### src/rtl/txr_pkg.sv
package txr_pkg;
  typedef enum logic [3:0] {
    ST_IDLE, ST_RQ0, ST_DT0, ST_RQ1, ST_DT1, ST_RQ3, ST_DT3,
    ST_RQB, ST_DTB, ST_EMIT, ST_FLUSH, ST_WB, ST_NEXT
  } txr_state_e;

  localparam int OWN_BIT    = 31;
  localparam int FIRST_BIT  = 29;
  localparam int LAST_BIT   = 28;
  localparam int EOR_BIT    = 15;
  localparam int FL_PKT_BIT = 31;
  localparam int FL_SEG_BIT = 30;
endpackage

### src/rtl/txr_poll_ctl.sv
module txr_poll_ctl (
  input  logic clk,
  input  logic rst_n,
  input  logic poll,
  input  logic idle,
  input  logic enable,
  output logic start
);
  logic pend;

  // a request seen while idle is either consumed now or dropped
  assign start = idle && (poll || pend) && enable;

  always_ff @(posedge clk or negedge rst_n) begin
    if (!rst_n) pend <= 1'b0;
    else if (idle) pend <= 1'b0;
    else if (poll) pend <= 1'b1;
  end
endmodule

### src/rtl/txr_byte_stage.sv
module txr_byte_stage (
  input  logic       clk,
  input  logic       rst_n,
  input  logic       in_valid,
  input  logic [7:0] in_data,
  output logic       in_ready,
  input  logic       flush,
  output logic       flush_done,
  output logic       out_valid,
  input  logic       out_ready,
  output logic [7:0] out_data,
  output logic       out_last
);
  logic       hold_v;
  logic [7:0] hold_d;

  // one byte is held back until it is known whether it ends the frame
  assign out_valid  = hold_v && (in_valid || flush);
  assign out_last   = flush && !in_valid;
  assign out_data   = hold_d;
  assign in_ready   = !hold_v || out_ready;
  assign flush_done = !hold_v || out_ready;

  always_ff @(posedge clk or negedge rst_n) begin
    if (!rst_n) begin
      hold_v <= 1'b0;
      hold_d <= '0;
    end else if (in_valid && in_ready) begin
      hold_v <= 1'b1;
      hold_d <= in_data;
    end else if (flush && flush_done) begin
      hold_v <= 1'b0;
    end
  end
endmodule

### src/rtl/txring_engine.sv
module txring_engine
  import txr_pkg::*;
#(
  parameter int ADDR_W    = 16,
  parameter int LEN_W     = 14,
  parameter int MAX_STD   = 1522,
  parameter int MAX_JUMBO = 9220
) (
  input  logic              clk,
  input  logic              rst_n,
  input  logic              dma_en,
  input  logic              mac_en,
  input  logic              jumbo_en,
  input  logic              poll,
  input  logic              base_wr,
  input  logic [ADDR_W-1:0] base_in,
  output logic [ADDR_W-1:0] cur_desc,
  output logic              mem_req,
  output logic              mem_we,
  output logic [ADDR_W-1:0] mem_addr,
  output logic [31:0]       mem_wdata,
  input  logic              mem_gnt,
  input  logic [31:0]       mem_rdata,
  output logic              tx_valid,
  input  logic              tx_ready,
  output logic [7:0]        tx_data,
  output logic              tx_last,
  output logic              evt_sent,
  output logic              evt_seg,
  output logic              evt_nobuf
);
  localparam logic [ADDR_W-1:0] STRIDE    = ADDR_W'(16);
  localparam logic [ADDR_W-1:0] WORD_STEP = ADDR_W'(4);
  localparam logic [ADDR_W-1:0] FLAG_OFS  = ADDR_W'(4);
  localparam logic [ADDR_W-1:0] BUF_OFS   = ADDR_W'(12);
  localparam logic [ADDR_W-1:0] ALIGN16   = ~ADDR_W'(15);

  txr_state_e        st;
  logic [ADDR_W-1:0] cur, base, ptr;
  logic [31:0]       w0, wbuf;
  logic              fl_pkt, fl_seg;
  logic [LEN_W-1:0]  rem, fcnt, maxf, room, seg_len, eff;
  logic [1:0]        bidx;
  logic              start, acc, fdone, byte_v, flush;
  logic [7:0]        byte_d;

  assign cur_desc = cur;
  assign maxf     = jumbo_en ? LEN_W'(MAX_JUMBO) : LEN_W'(MAX_STD);
  assign room     = maxf - fcnt;
  assign seg_len  = w0[LEN_W-1:0];
  assign eff      = (seg_len > room) ? room : seg_len;
  assign byte_v   = (st == ST_EMIT);
  assign byte_d   = wbuf[{bidx, 3'b000} +: 8];
  assign flush    = (st == ST_FLUSH);

  txr_poll_ctl u_poll (
    .clk(clk), .rst_n(rst_n), .poll(poll), .idle(st == ST_IDLE),
    .enable(dma_en && mac_en), .start(start)
  );

  txr_byte_stage u_stage (
    .clk(clk), .rst_n(rst_n), .in_valid(byte_v), .in_data(byte_d),
    .in_ready(acc), .flush(flush), .flush_done(fdone),
    .out_valid(tx_valid), .out_ready(tx_ready), .out_data(tx_data),
    .out_last(tx_last)
  );

  always_comb begin
    mem_req   = 1'b0;
    mem_we    = 1'b0;
    mem_addr  = '0;
    mem_wdata = '0;
    unique case (st)
      ST_RQ0: begin mem_req = 1'b1; mem_addr = cur; end
      ST_RQ1: begin mem_req = 1'b1; mem_addr = cur + FLAG_OFS; end
      ST_RQ3: begin mem_req = 1'b1; mem_addr = cur + BUF_OFS; end
      ST_RQB: begin mem_req = (rem != '0); mem_addr = ptr; end
      ST_WB: begin
        mem_req   = 1'b1;
        mem_we    = 1'b1;
        mem_addr  = cur;
        mem_wdata = w0 & ~(32'h1 << OWN_BIT);
      end
      default: ;
    endcase
  end

  always_ff @(posedge clk or negedge rst_n) begin
    if (!rst_n) begin
      st        <= ST_IDLE;
      cur       <= '0;
      base      <= '0;
      ptr       <= '0;
      w0        <= '0;
      wbuf      <= '0;
      fl_pkt    <= 1'b0;
      fl_seg    <= 1'b0;
      rem       <= '0;
      fcnt      <= '0;
      bidx      <= '0;
      evt_sent  <= 1'b0;
      evt_seg   <= 1'b0;
      evt_nobuf <= 1'b0;
    end else begin
      evt_sent  <= 1'b0;
      evt_seg   <= 1'b0;
      evt_nobuf <= 1'b0;
      unique case (st)
        ST_IDLE: if (start) st <= ST_RQ0;
        ST_RQ0:  if (mem_gnt) st <= ST_DT0;
        ST_DT0: begin
          w0 <= mem_rdata;
          if (!mem_rdata[OWN_BIT]) begin
            evt_nobuf <= 1'b1;
            st        <= ST_IDLE;
          end else begin
            st <= ST_RQ1;
          end
        end
        ST_RQ1: if (mem_gnt) st <= ST_DT1;
        ST_DT1: begin
          if (w0[FIRST_BIT]) begin
            fl_pkt <= mem_rdata[FL_PKT_BIT];
            fl_seg <= mem_rdata[FL_SEG_BIT];
          end
          st <= ST_RQ3;
        end
        ST_RQ3: if (mem_gnt) st <= ST_DT3;
        ST_DT3: begin
          ptr <= mem_rdata[ADDR_W-1:0] & ~ADDR_W'(3);
          rem <= eff;
          st  <= ST_RQB;
        end
        ST_RQB: begin
          if (rem == '0) st <= w0[LAST_BIT] ? ST_FLUSH : ST_WB;
          else if (mem_gnt) st <= ST_DTB;
        end
        ST_DTB: begin
          wbuf <= mem_rdata;
          bidx <= '0;
          st   <= ST_EMIT;
        end
        ST_EMIT: begin
          if (acc) begin
            rem  <= rem - LEN_W'(1);
            fcnt <= fcnt + LEN_W'(1);
            bidx <= bidx + 2'd1;
            if (rem == LEN_W'(1) || bidx == 2'd3) begin
              ptr <= ptr + WORD_STEP;
              st  <= ST_RQB;
            end
          end
        end
        ST_FLUSH: begin
          if (fdone) begin
            fcnt <= '0;
            st   <= ST_WB;
          end
        end
        ST_WB: begin
          if (mem_gnt) begin
            evt_seg  <= fl_seg;
            evt_sent <= w0[LAST_BIT] && fl_pkt;
            st       <= ST_NEXT;
          end
        end
        ST_NEXT: st <= ST_RQ0;
        default: st <= ST_IDLE;
      endcase

      if (base_wr) begin
        base <= base_in & ALIGN16;
        cur  <= base_in & ALIGN16;
      end else if (st == ST_NEXT) begin
        cur <= w0[EOR_BIT] ? base : cur + STRIDE;
      end
    end
  end
endmodule

### config.mk
export PLATFORM = sky130hd
export DESIGN_NAME = txring_engine
export DESIGN_NICKNAME = d
export VERILOG_FILES = /design/src/rtl/txr_pkg.sv /design/src/rtl/txr_poll_ctl.sv /design/src/rtl/txr_byte_stage.sv /design/src/rtl/txring_engine.sv
export SDC_FILE = /design/constraint.sdc
export NUM_CORES = 1
export LEC_CHECK = 0
export ABC_AREA = 1
export BUFFER_PORTS_ARGS = -buffer_cell sky130_fd_sc_hd__clkbuf_2
export CORE_MARGIN = 5
export CORE_UTILIZATION = 40
export DETAILED_ROUTE_END_ITERATION = 16
export PLACE_DENSITY = 0.62
export SETUP_SLACK_MARGIN = 0.4
export SKIP_CTS_REPAIR_TIMING = 1
export SLEW_MARGIN = 40
export SYNTH_ARGS = -nofsm -noshare
export SYNTH_HDL_FRONTEND = slang
export SYNTH_HIERARCHICAL = 1
export SYNTH_SLANG_ARGS = --single-unit
export TNS_END_PERCENT = 100
### constraint.sdc
create_clock -name clk -period 3.35 [get_ports clk]
set_input_delay 0.67 -clock clk [delete_from_list [all_inputs] [get_ports clk]]
set_output_delay 0.67 -clock clk [all_outputs]
set_load 0.01 [all_outputs]
* After elaboration in Yosys (flattened, before gate mapping)
Index checks and enable logic that the tools add are counted.
** Operators by class
- Equality and inequality tests :: 23
- $add $sub $neg :: 8
- Reductions and logical operators :: 31
- Order comparisons :: 1
- Muxes and demuxes :: 42
- Shift operators :: 1
** Operators by type and width (count)
- two-way mux 16 bit :: 5
- two-way mux 14 bit :: 5
- case mux 16 bit (4 select lines) :: 1
- case mux 14 bit (2 select lines) :: 2
- case mux 4 bit (13 select lines) :: 1
- two-way mux 4 bit :: 10
- adder 16 x 3 -> 16 bit, second input constant :: 2
- case mux 16 bit (2 select lines) :: 1
- variable part select 32 x 6 -> 8 bit :: 1
- two-way mux 31 bit :: 1
- == test 4 bit, second input constant :: 5
- adder 16 x 4 -> 16 bit, second input constant :: 1
- adder 16 x 5 -> 16 bit, second input constant :: 1
- == test 4 x 3 -> 1 bit, second input constant :: 4
- inequality test 2 bit, second input constant :: 8
- adder 14 x 1 -> 14 bit, second input constant :: 1
- == test 14 x 1 -> 1 bit, second input constant :: 1
- > comparator 14 bit :: 1
- logical NOT 14 bit :: 1
- nonzero test 14 bit :: 1
- subtractor 14 x 1 -> 14 bit, second input constant :: 1
- subtractor 14 bit :: 1
- two-way mux 1 bit :: 12
- nonzero test 2 bit :: 6
- other kinds (17) :: 33
** Word-level totals
- Logic and storage cells :: 123
- Output and inout bits :: 79
- Flip-flop bits (word level) :: 156
- Input bits :: 57

* Longest topological paths before layout
Gate-level depths: netlist of run 1.
- Word-level depth :: 5
- Mapped depth :: 25
- Gate-level depth less buffers :: 24

* Cells and area by module
The synthesis of run 1 kept the hierarchy.
** Modules (own cells, without submodules)
- txring_engine :: seq. area each 3503.4 um^2, cells each 1216, instances 1, area an instance 8645.8 um^2
- txr_byte_stage :: seq. area each 225.2 um^2, cells each 43, instances 1, area an instance 396.6 um^2
- txr_poll_ctl :: seq. area each 25.0 um^2, cells each 5, instances 1, area an instance 40.0 um^2

* Least setup slack after synthesis of run 1
No wires, ideal clock.
- Path kind :: input to register
- From :: input jumbo_en
- To :: register rem[4]
- Setup slack :: 0.286 ns
- Stages :: 20
- Arrival :: 2.943 ns
- Cell sequence :: inv_1 > ha_1 > nand2_1 > nor3_1 > nand3_1 > nand3_1 > nand2_1 > nand2_1 > inv_1 > ha_1 > nand2_1 > nor2_1 > nand2_1 > nor2_1 > inv_1 > nand2_1 > buf_2 > nor2_1 > o21bai_1 > nand2_1
** Between the ends
- Cells in the longest elaborated chain, start to end :: 5
** Ends and longest elaborated chain
- start: declaration :: RTL line txring_engine.sv:13 : input logic jumbo_en,
- two-way mux 14 bit (*) :: RTL line txring_engine.sv:48 : assign maxf = jumbo_en ? LEN_W'(MAX_JUMBO) : LEN_W'(MAX_STD);
- subtractor 14 bit (*) :: RTL line txring_engine.sv:49 : assign room = maxf - fcnt;
- > comparator 14 bit :: RTL line txring_engine.sv:51 : assign eff = (seg_len > room) ? room : seg_len;
- two-way mux 14 bit (*) :: RTL line txring_engine.sv:51
- case mux 14 bit (2 select lines) (*) :: RTL line txring_engine.sv:108 : unique case (st)
- end signal: assignment :: RTL line txring_engine.sv:145 : rem <= rem - LEN_W'(1);
- end: declaration :: RTL line txring_engine.sv:42 : logic [LEN_W-1:0] rem, fcnt, maxf, room, seg_len, eff;
Every way passes the cells marked *; elsewhere a longest branch is shown, timed or not.
A chain may end at the register's enable or synchronous reset.

* Final worst setup path of run 1
Ends and elaborated chain as after synthesis.

==> results of run 1 <==
registers in the layout (all words and copies together) (netlist names):
register	flops
wbuf	32
w0	31
fcnt	14
ptr	14
rem	14
base	12
cur_desc	12
u_stage/out_data	8
st	4
bidx	2
evt_nobuf	1
evt_seg	1
evt_sent	1
fl_pkt	1
fl_seg	1
u_poll/pend	1
u_stage/hold_v	1
cell families (layout without fill, tap and decap cells):
logic type                 after synthesis  in the layout  share of synthesized area
AOI/OAI and AO/OA                      250            250                     0.1467
xor gates and xnor gates                24             24                    0.02314
adders and majority gates               28             28                    0.03940
buffers and inverters                  249            404                     0.1114
DFF                                    150            150                     0.4133
other                                    1              7                  0.0004129
and+or+nand+nor                        562            562                     0.2656
final cells by class:
| type | count | share of cell area |
|---|---|---|
| multi-input combinational | 871 | 0.4265 |
| sequential | 150 | 0.3296 |
| timing repair buffer | 176 | 0.09498 |
| inverter | 196 | 0.06599 |
| clock buffer | 19 | 0.03975 |
| tap | 285 | 0.03129 |
| clock inverter | 13 | 0.01186 |
worst max-delay path, stage by stage:
cell	delay [ns]
buf_6	0.09
clkinvlp_4	0.09
buf_6	0.14
ha_4	0.32
nand2_4	0.08
nor3_4	0.20
nand3_2	0.11
buf_4	0.15
nand4_1	0.08
nand2_2	0.08
inv_2	0.08
ha_4	0.20
nand2_4	0.07
inv_1	0.05
nand2_1	0.06
nand2_1	0.06
a21oi_2	0.18
nand2_2	0.11
nand2_4	0.11
clkbuf_16	0.15
nor2_1	0.05
o21bai_1	0.14
nand2_1	0.08
placed cells by master (no fill, tap or decap), types with 7 or more instances in the layout:
cell type / instances
nand2_1: 270
inv_1: 175
o21ai_0: 148
dfrtp_1: 148
clkbuf_2: 122
nor2_1: 107
nand3_1: 66
a21oi_1: 43
buf_4: 43
nand2_2: 39
o22ai_1: 18
clkbuf_16: 18
inv_2: 16
nand2_4: 16
xor2_1: 14
nor3_1: 14
ha_1: 14
ha_4: 13
nand4_1: 11
a31oi_1: 11
nor2_4: 9
nand3_2: 9
conb_1: 7
buf_6: 7
worst max path at each step:
| stage | cells after the start | endpoint |
|---|---|---|
| floorplan | 22 | rem[4] |
| global placement | 26 | rem[1] |
| detailed placement | 26 | rem[8] |
| CTS | 23 | rem[8] |
| global route | 23 | rem[4] |
| finish | 23 | rem[4] |
metal layers:
metal,wire [um],vias up,part of all wire,GRT usage
met5,0,-,0,0
met3,1306,35,0.050,0.03490
met2,12270,237,0.47,0.3216
li1,-,4319,-,-
met4,478,0,0.018,0.04889
met1,12310,4037,0.47,0.2783
metrics by stage:
stage                     worst slack, ns  total power, mW    util  area, um^2  hold slack, ns
final                              0.3257            10.39  0.5064       11390          0.1901
after global routing               0.1834            11.24  0.5064       11390          0.2276
after CTS                          0.2341            9.539  0.4762       10720          0.1966
after detailed placement          -0.1721            7.568  0.4500       10130          0.4639
after floorplan                    0.2984            6.041       -        9110          0.3744
after global placement            -0.1268            7.471  0.4498       10120          0.4567
power by group through the flow:
stage                     Sequential, mW  Clock [mW]  Combinational, mW
after floorplan                     2.98           0               3.06
after global placement              3.18           0               4.30
after detailed placement            3.18           0               4.39
after CTS                           3.16        1.96               4.41
after global routing                3.28        2.05               5.91
final                               3.20        1.93               5.25
==> results.yml, run 1 <==
grt:
  grtUsageTotal: 0.1988
  grt_pass1_vias: 8222
  grt_pass1_wl_um: 42110
  grt_max_degree: 65
  antenna_found_initial: 0
  overflow: 0
floorplanning:
  core-area_um2: 22500
  placementRows: 55
  dieWidth_um: 160.7
  die-area_um2: 25820
  io_pins: 136
  die_y_um: 160.7
  start_util: 0.4036
synth:
  synth_most_common_cell: "nand2_1"
  syn_inst: 1264
  yosys_warnings: 6
  ys.flop_type: "dfrtp_1"
  synth_common_cells: "nand2_1, inv_1, o21ai_0, dfrtp_1, nor2_1"
  ys_types: 46
  synth-edff-count: 0
  synth_top_area_cell: "dfrtp_1"
  avgSynthCellArea_um2: 7.185
  ys_ff_latch: 150
  synth_top_area_frac: 0.4133
  syn_area_um2: 9082
  ys_seq_area_frac: 0.4133
  async_flop_share: 1.000
  netlist_top_cells_area: "dfrtp_1, nand2_1, o21ai_0"
detailed_routing:
  wire_per_inst_um: 15.42
  drt_iter0_drc: 544
  vias: 8628
  drc: 0
  drtPass1Iterations: 5
  avgViaCountPerCell: 5.046
  postRouteAntennaNets: 0
  wl_um: 26360
power:
  internal-power_mw: 5.687
  swShare: 0.4526
  ir_drop_uv: 455.9
  power_frac_clock: 0.186
  seq_power_share: 0.308
  p_sw_mw: 4.702
  leakagePower_nw: 6.038
  powerDensity_nw_per_um2: 911.7
  p_comb_frac: 0.506
worst_setup_path:
  critical_path_class: "in -> reg"
  cp-start-kind: "input pin"
  critPathRequiredTime_ns: 3.66
  r2r-end: "rem[4]"
  critPathLaunch: "jumbo_en"
  reg2regPathDepth: 23
  reg2reg_from: "fcnt[2]"
  r2r_slack_ns: 0.37
  cp.arrival_ns: 3.33
  cp-end-kind: "register"
  cp_max_fo: 7
clock_network:
  cts_made_buffers: 17
  clk-insertion-delay-late_ns: 0.43
  cts_root_buffer: "clkbuf_16"
  clk_path_buf_depth: 2
  clk_transition_reported_paths_ns: 0.06
  cts.sinks: 150
  cts_tree: "yes"
  htreeDepth: 4
run_status:
  run_status: "complete, no violations"
placement:
  dp_cells: 1663
  hpwl_um: 19100
  port_buffers: 124
  routabilityCongestion: 0.8807
finish:
  drive_gt1_frac: 0.2421
  syn_to_final_growth_pct: 25.46
  multi_input_area_um2: 4860
  final_nets: 1497
  num-fill-cells: 2160
  finalNonFillerCells: 1710
  antenna_cells: 0
  seqCellArea_um2: 3756
timing:
  fin_skew_ns: 0.01303
  tightest_slew_ns: 0.6714
  hold_violations: 0
  setup_tns_ns: 0
  setup_violations: 0
  finalCritPeriodShare: 0.9028
  final_period_minus_worst_setup_slack_ns: 3.024
  slew_violations: 0
  fmaxAchievable_mhz: 330.7
  rsz0062_at_grt: "yes"
  slew_headroom: 0.5519
flow_run:
  maxCapViolations: 0
hold_path:
  holdCritPathClass: "in -> async"
(Power assumes the default switching activity.)
==> run 2, diff against run 1 <==
ABC_AREA = 0   (was 1)
CORE_UTILIZATION = 58   (was 40)
PLACE_DENSITY = 0.84   (was 0.62)
==> run 2 against run 1 <==
Net effect: the run now ends with negative setup slack left; sequential share of layout area grew 0.87 points; worst hold slack better by 0.019 ns; critical path type unchanged; global-route usage is 8.1 points higher; highest routed layer unchanged; register-to-register slack worse by 0.45 ns; synthesized area shrank 1.7%; final area is 2.5% lower; die area shrank 30%.
==> results.yml, run 2 <==
worst_setup_path:
  cp.arrival_ns: 3.82
  cp-end-kind: "register"
  critPathLaunch: "jumbo_en"
  critPathRequiredTime_ns: 3.66
  crit_buf_inv: 3
  critical_path_class: "in -> reg"
  cp_max_fo: 6
  worst_path_max_delay_cell: "or3_4"
  reg2reg_from: "fcnt[4]"
  crit_chain: "buf_12, clkinvlp_4, buf_6, ha_4, a21o_1, a21oi_2, nor2_2, o21a_1, nor3_2, ha_1, a21oi_1, o21ai_1, a21oi_4, nand2_4, or3_4, a32o_1"
  cpLargestDelayFamily: "compound AO/OA/AOI/OAI gates"
  cp-start-kind: "input pin"
  slowest_delay_ns: 0.34
clock_network:
  cts_tree: "yes"
  htreeDepth: 4
  cts.sinks: 150
  cts_root_buffer: "clkbuf_16"
  cts_made_buffers: 17
  clk-insertion-delay-late_ns: 0.43
  clk_transition_reported_paths_ns: 0.07
  clk_path_buf_depth: 2
finish:
  final_area_um2: 11100
  num-fill-cells: 1040
  antenna_cells: 0
  seqCellArea_um2: 3757
  reg_top3: "wbuf x32, w0 x31"
  final_common_cell: "nand2_1"
  final_cell_mix: "nand2_1, dfrtp_1, clkbuf_2, buf_4, nor2_1"
  drive_gt1_frac: 0.3170
  syn_to_final_growth_pct: 24.40
  multi_input_area_um2: 5114
  final_nets: 1233
  largest_reg_flops: 32
  largest-register: "wbuf"
detailed_routing:
  wire_per_inst_um: 19.50
  vias: 8271
  postRouteAntennaNets: 0
  wl_um: 26300
  drt_iter0_drc: 928
  drc: 0
  drtPass1Iterations: 6
  avgViaCountPerCell: 6.131
synth:
  yosys_warnings: 6
  synth_top_area_frac: 0.4205
  async_flop_share: 1.000
  ys.flop_type: "dfrtp_1"
  netlist_top_cells_area: "dfrtp_1, nand2_1, mux2_2"
  syn_inst: 989
  syn_area_um2: 8926
  synth_most_common_cell: "nand2_1"
  synth_common_cells: "nand2_1, dfrtp_1, nor2_1, a21oi_1, o21ai_0"
  synth_top_area_cell: "dfrtp_1"
  synth-edff-count: 0
  ys_seq_area_frac: 0.4205
  ys_ff_latch: 150
  avgSynthCellArea_um2: 9.025
  ys_types: 81
power:
  ir_drop_uv: 721.2
  swShare: 0.4164
  p_sw_mw: 4.371
  powerDensity_nw_per_um2: 945.4
  power_frac_clock: 0.194
  seq_power_share: 0.326
  p_total_mw: 10.50
  p_comb_frac: 0.480
  leakagePower_nw: 5.129
  internal-power_mw: 6.126
timing:
  slew_violations: 0
  hold_violations: 0
  tightest_slew_ns: 0.7111
  slew_headroom: 0.5259
  setup_tns_ns: -0.5837
  finalCritPeriodShare: 1.046
  fmaxAchievable_mhz: 285.3
  layout_setup_ws_ns: -0.1553
  fin_skew_ns: 0.006876
  rsz0062_at_grt: "yes"
  final_period_minus_worst_setup_slack_ns: 3.505
  setup_violations: 7
placement:
  routabilityCongestion: 0.9182
  hpwl_um: 17760
  dpl-instance-area_um2: 10040
  port_buffers: 124
floorplanning:
  die-area_um2: 17970
  dieWidth_um: 134.1
  start_util: 0.5893
  io_pins: 136
  placementRows: 45
  die_y_um: 134.1
  core-area_um2: 15150
flow_run:
  maxCapViolations: 0
hold_path:
  holdCritPathClass: "in -> async"
grt:
  grt_pass1_wl_um: 40260
  grt_max_degree: 62
  antenna_found_initial: 0
  grt_pass1_vias: 7806
  overflow: 0
  grtUsageTotal: 0.2794
run_status:
  run_status: "finished, violations left"
  violations: "negative setup slack"
[run 2: cells by family after synthesis]
kind of cell               count (synthesis)  synth area share
AOI/OAI and AO/OA                        217            0.1532
xor gates and xnor gates                  33           0.03238
adders and majority gates                 28           0.04009
other                                      1         0.0004201
DFF                                      150            0.4205
and+or+nand+nor                          400            0.2177
buffers and inverters                    102           0.04990
muxes                                     58           0.08579
[run 2: power by group through the flow]
stage          Combinational, mW  Sequential, mW  Clock (mW)
2_1_floorplan               3.10            3.10           0
3_3_place_gp                4.26            3.33           0
3_5_place_dp                4.41            3.38           0
4_1_cts                     4.46            3.37        2.04
5_1_grt                     5.49            3.51        2.14
6_report                    5.03            3.42        2.04
[run 2: cell type report]
type / instances / area share
multi-input combinational: 743 / 0.4605
sequential: 150 / 0.3384
timing repair buffer: 200 / 0.1117
clock buffer: 18 / 0.03955
tap: 188 / 0.02118
clock inverter: 14 / 0.01600
inverter: 36 / 0.01273
[run 2: per-layer routing]
layer,vias up,wire (um),global-route usage
met3,68,2186,0.06527
met2,410,12930,0.4568
met1,4026,10300,0.3710
met5,-,0,0
li1,3767,-,-
met4,0,886,0.09163
[run 2: worst paths after layout]
kind	cells after the start	end	slack (ns)
max reg2reg	15	rem[5]	-0.08
max	16	rem[5]	-0.16
max in group asynchronous	2	rem[0]	2.35
min	1	w0[24]	0.21
min in group clk	3	wbuf[26]	0.45
min reg2reg	2	wbuf[25]	0.48
[run 2: worst reg2reg max path, stage by stage, from the launching register on]
cell      delay (ns)
dfrtp_1         0.40
inv_1           0.16
ha_4            0.23
buf_4           0.14
nor2b_1         0.14
o21ai_1         0.12
o21bai_2        0.12
xnor2_2         0.27
ha_1            0.29
nand4_1         0.16
a21oi_2         0.07
o31ai_4         0.34
buf_4           0.19
nand2_4         0.08
or3_4           0.35
a32o_1          0.25
[run 2: metrics by stage]
step | worst slack, ns | cells | hold slack, ns | utilization
after floorplan | -0.1141 | 995 | 0.3744 | -
after global placement | -0.4923 | 1307 | 0.4520 | 0.6628
after detailed placement | -0.6341 | 1307 | 0.4630 | 0.6628
after CTS | -0.2076 | 1339 | 0.2275 | 0.7035
after global routing | -0.2435 | 1349 | 0.2521 | 0.7332
final | -0.1553 | 1349 | 0.2090 | 0.7332
==> run 3, diff against run 2 <==
==> constraint.sdc (replaced) <==
create_clock -name clk -period 3.35 [get_ports clk]
set_input_delay 0.335 -clock clk [delete_from_list [all_inputs] [get_ports clk]]
set_output_delay 0.335 -clock clk [all_outputs]
set_load 0.01 [all_outputs]
==> run 3 against run 2 <==
Net effect: the run still ends with negative setup slack left; count of clock-buffer cells in the layout is the same; worst hold slack lost 0.088 ns; setup slack lost 0.050 ns; sequential cell count is the same; register-to-register slack lost 0.13 ns; combinational power is essentially flat; final area shrank 0.56%; critical path depth shrank 2; cell count shrank 1.0%; clock power shrank 5%; clock skew grew 0.0032 ns; first-iteration DRC count grew 9.3%; largest power group unchanged.
==> results.yml, run 3 (same netlist as run 2, synthesis figures left out) <==
worst_setup_path:
  critical_path_class: "reg -> reg"
  r2r-end: "rem[10]"
  cp_max_fo: 4
  crit_chain: "inv_2, ha_4, and3b_1, nand4_1, a21oi_2, buf_6, nor2_4, a311oi_2, ha_1, nand4_1, nor4_4, or2_4, nor3_1, o32a_2"
  r2r_slack_ns: -0.21
  worst_path_max_delay_cell: "nor4_4"
  reg2reg_from: "fcnt[4]"
  reg2regPathDepth: 14
  critPathRequiredTime_ns: 3.66
  cp-start-kind: "register"
  cp-end-kind: "register"
  cp.arrival_ns: 3.87
  critPathLaunch: "fcnt[4]"
  slowest_delay_ns: 0.47
  cpMostUsedCell: "nand4_1"
grt:
  grt_use_met2: 0.4461
  grtUsageTotal: 0.2744
  grt_pass1_wl_um: 39420
  grt_pass1_vias: 7693
  use_met1: 0.3641
  met3_usage: 0.05851
  antenna_found_initial: 0
  gr-max-usage-layer: "met2"
  grt_max_degree: 86
  overflow: 0
timing:
  slew_headroom: 0.4991
  layout_setup_ws_ns: -0.2055
  final_period_minus_worst_setup_slack_ns: 3.555
  holdWs_ns: 0.1207
  hold_violations: 0
  fin_skew_ns: 0.01003
  tightest_slew_ns: 0.7514
  rsz0062_at_grt: "yes"
  slew_violations: 0
  finalCritPeriodShare: 1.061
  fmaxAchievable_mhz: 281.3
  setup_violations: 14
hold_path:
  hold_path_depth: 3
  min-delay-start: "mem_rdata[25]"
  hold_end: "wbuf[25]"
  holdCritPathClass: "in -> reg"
clock_network:
  cts_made_buffers: 17
  htreeDepth: 4
  cts_tree: "yes"
  clk-insertion-delay-late_ns: 0.43
  clk_transition_reported_paths_ns: 0.07
  cts_root_buffer: "clkbuf_16"
  cts.sinks: 150
  clk_path_buf_depth: 2
placement:
  hpwl_um: 17290
  routabilityCongestion: 0.9293
  dp_slack_ns: -0.2993
  port_buffers: 124
floorplanning:
  io_pins: 136
  placementRows: 45
  die-area_um2: 17970
  start_util: 0.5893
  die_y_um: 134.1
  dieWidth_um: 134.1
  core-area_um2: 15150
finish:
  reg_top3: "wbuf x32, w0 x31"
  largest-register: "wbuf"
  final_common_cell: "nand2_1"
  largest_reg_flops: 32
  antenna_cells: 0
  utilization: 0.7290
  drive_gt1_frac: 0.3086
  syn_to_final_growth_pct: 23.70
  final_cell_mix: "nand2_1, dfrtp_1, clkbuf_2, nor2_1, a21oi_1"
  final_nets: 1221
  num-fill-cells: 1033
  multi_input_area_um2: 5187
  seqCellArea_um2: 3756
detailed_routing:
  drt_iter0_drc: 1014
  wire_per_inst_um: 19.73
  drc: 0
  postRouteAntennaNets: 0
  wl_um: 26340
  drtPass1Iterations: 11
  vias: 8260
  avgViaCountPerCell: 6.187
power:
  ir_drop_uv: 765.6
  leakagePower_nw: 5.050
  powerDensity_nw_per_um2: 945.0
run_status:
  violations: "negative setup slack"
  run_status: "finished, violations left"
flow_run:
  maxCapViolations: 0
[run 3: changes by cell type in the layout (fill, tap and decap cells not counted), sizes merged]
| cell | previous run | this run |
|---|---|---|
| dlygate4sd3 | 0 | 1 |
| inv | 45 | 39 |
| clkbuf | 140 | 141 |
| buf | 78 | 64 |
| clkinvlp | 1 | 5 |
[run 3: routing by layer]
| layer | routed length (um) | up-vias | part of all wire |
|---|---|---|---|
| met2 | 13040 | 449 | 0.50 |
| met1 | 10180 | 3986 | 0.39 |
| met3 | 2164 | 75 | 0.082 |
| met5 | 0 | - | 0 |
| li1 | - | 3750 | - |
| met4 | 953 | 0 | 0.036 |
[run 3: through the flow]
step | instances | power (mW) | instance area (um^2) | TNS, ns
6_report | 1335 | 10.43 | 11040 | -2.165
5_1_grt | 1335 | 11.04 | 11040 | -3.674
4_1_cts | 1321 | 9.636 | 10500 | -0.3860
3_5_place_dp | 1291 | 7.663 | 9918 | -3.037
3_3_place_gp | 1291 | 7.462 | 9918 | -0.9289
2_1_floorplan | 995 | 6.207 | 8972 | 0
[run 3: worst max-delay path, delay by kind of cell (launching register included)]
family	cells	cell delay, ns
AO/OA/AOI/OAI	3	0.91
flip-flops	1	0.38
AND/OR/NAND/NOR	7	1.39
buffers and inverters	2	0.24
adder cells (fa/ha/maj)	2	0.50
[run 3: final cells by class]
type | instances | share of cell area
Tap cell | 188 | 0.02130
Multi-Input combinational cell | 743 | 0.4698
Clock inverter | 12 | 0.01314
Sequential cell | 150 | 0.3402
Timing Repair Buffer | 188 | 0.1032
Inverter | 36 | 0.01258
Clock buffer | 18 | 0.03977
[run 3: worst max path at each step]
stage and end:
6_report rem[10], 5_1_grt rem[10], 4_1_cts rem[6], 3_5_place_dp rem[3], 3_3_place_gp rem[5], 2_1_floorplan rem[3]
[run 3: report_power, final]
group / switching (mW) / total [mW] / internal, mW / leakage [nW]
registers: 0.933 / 3.51 / 2.57 / 1.81
logic: 2.63 / 5.00 / 2.36 / 2.97
clock network: 0.809 / 1.93 / 1.12 / 0.273
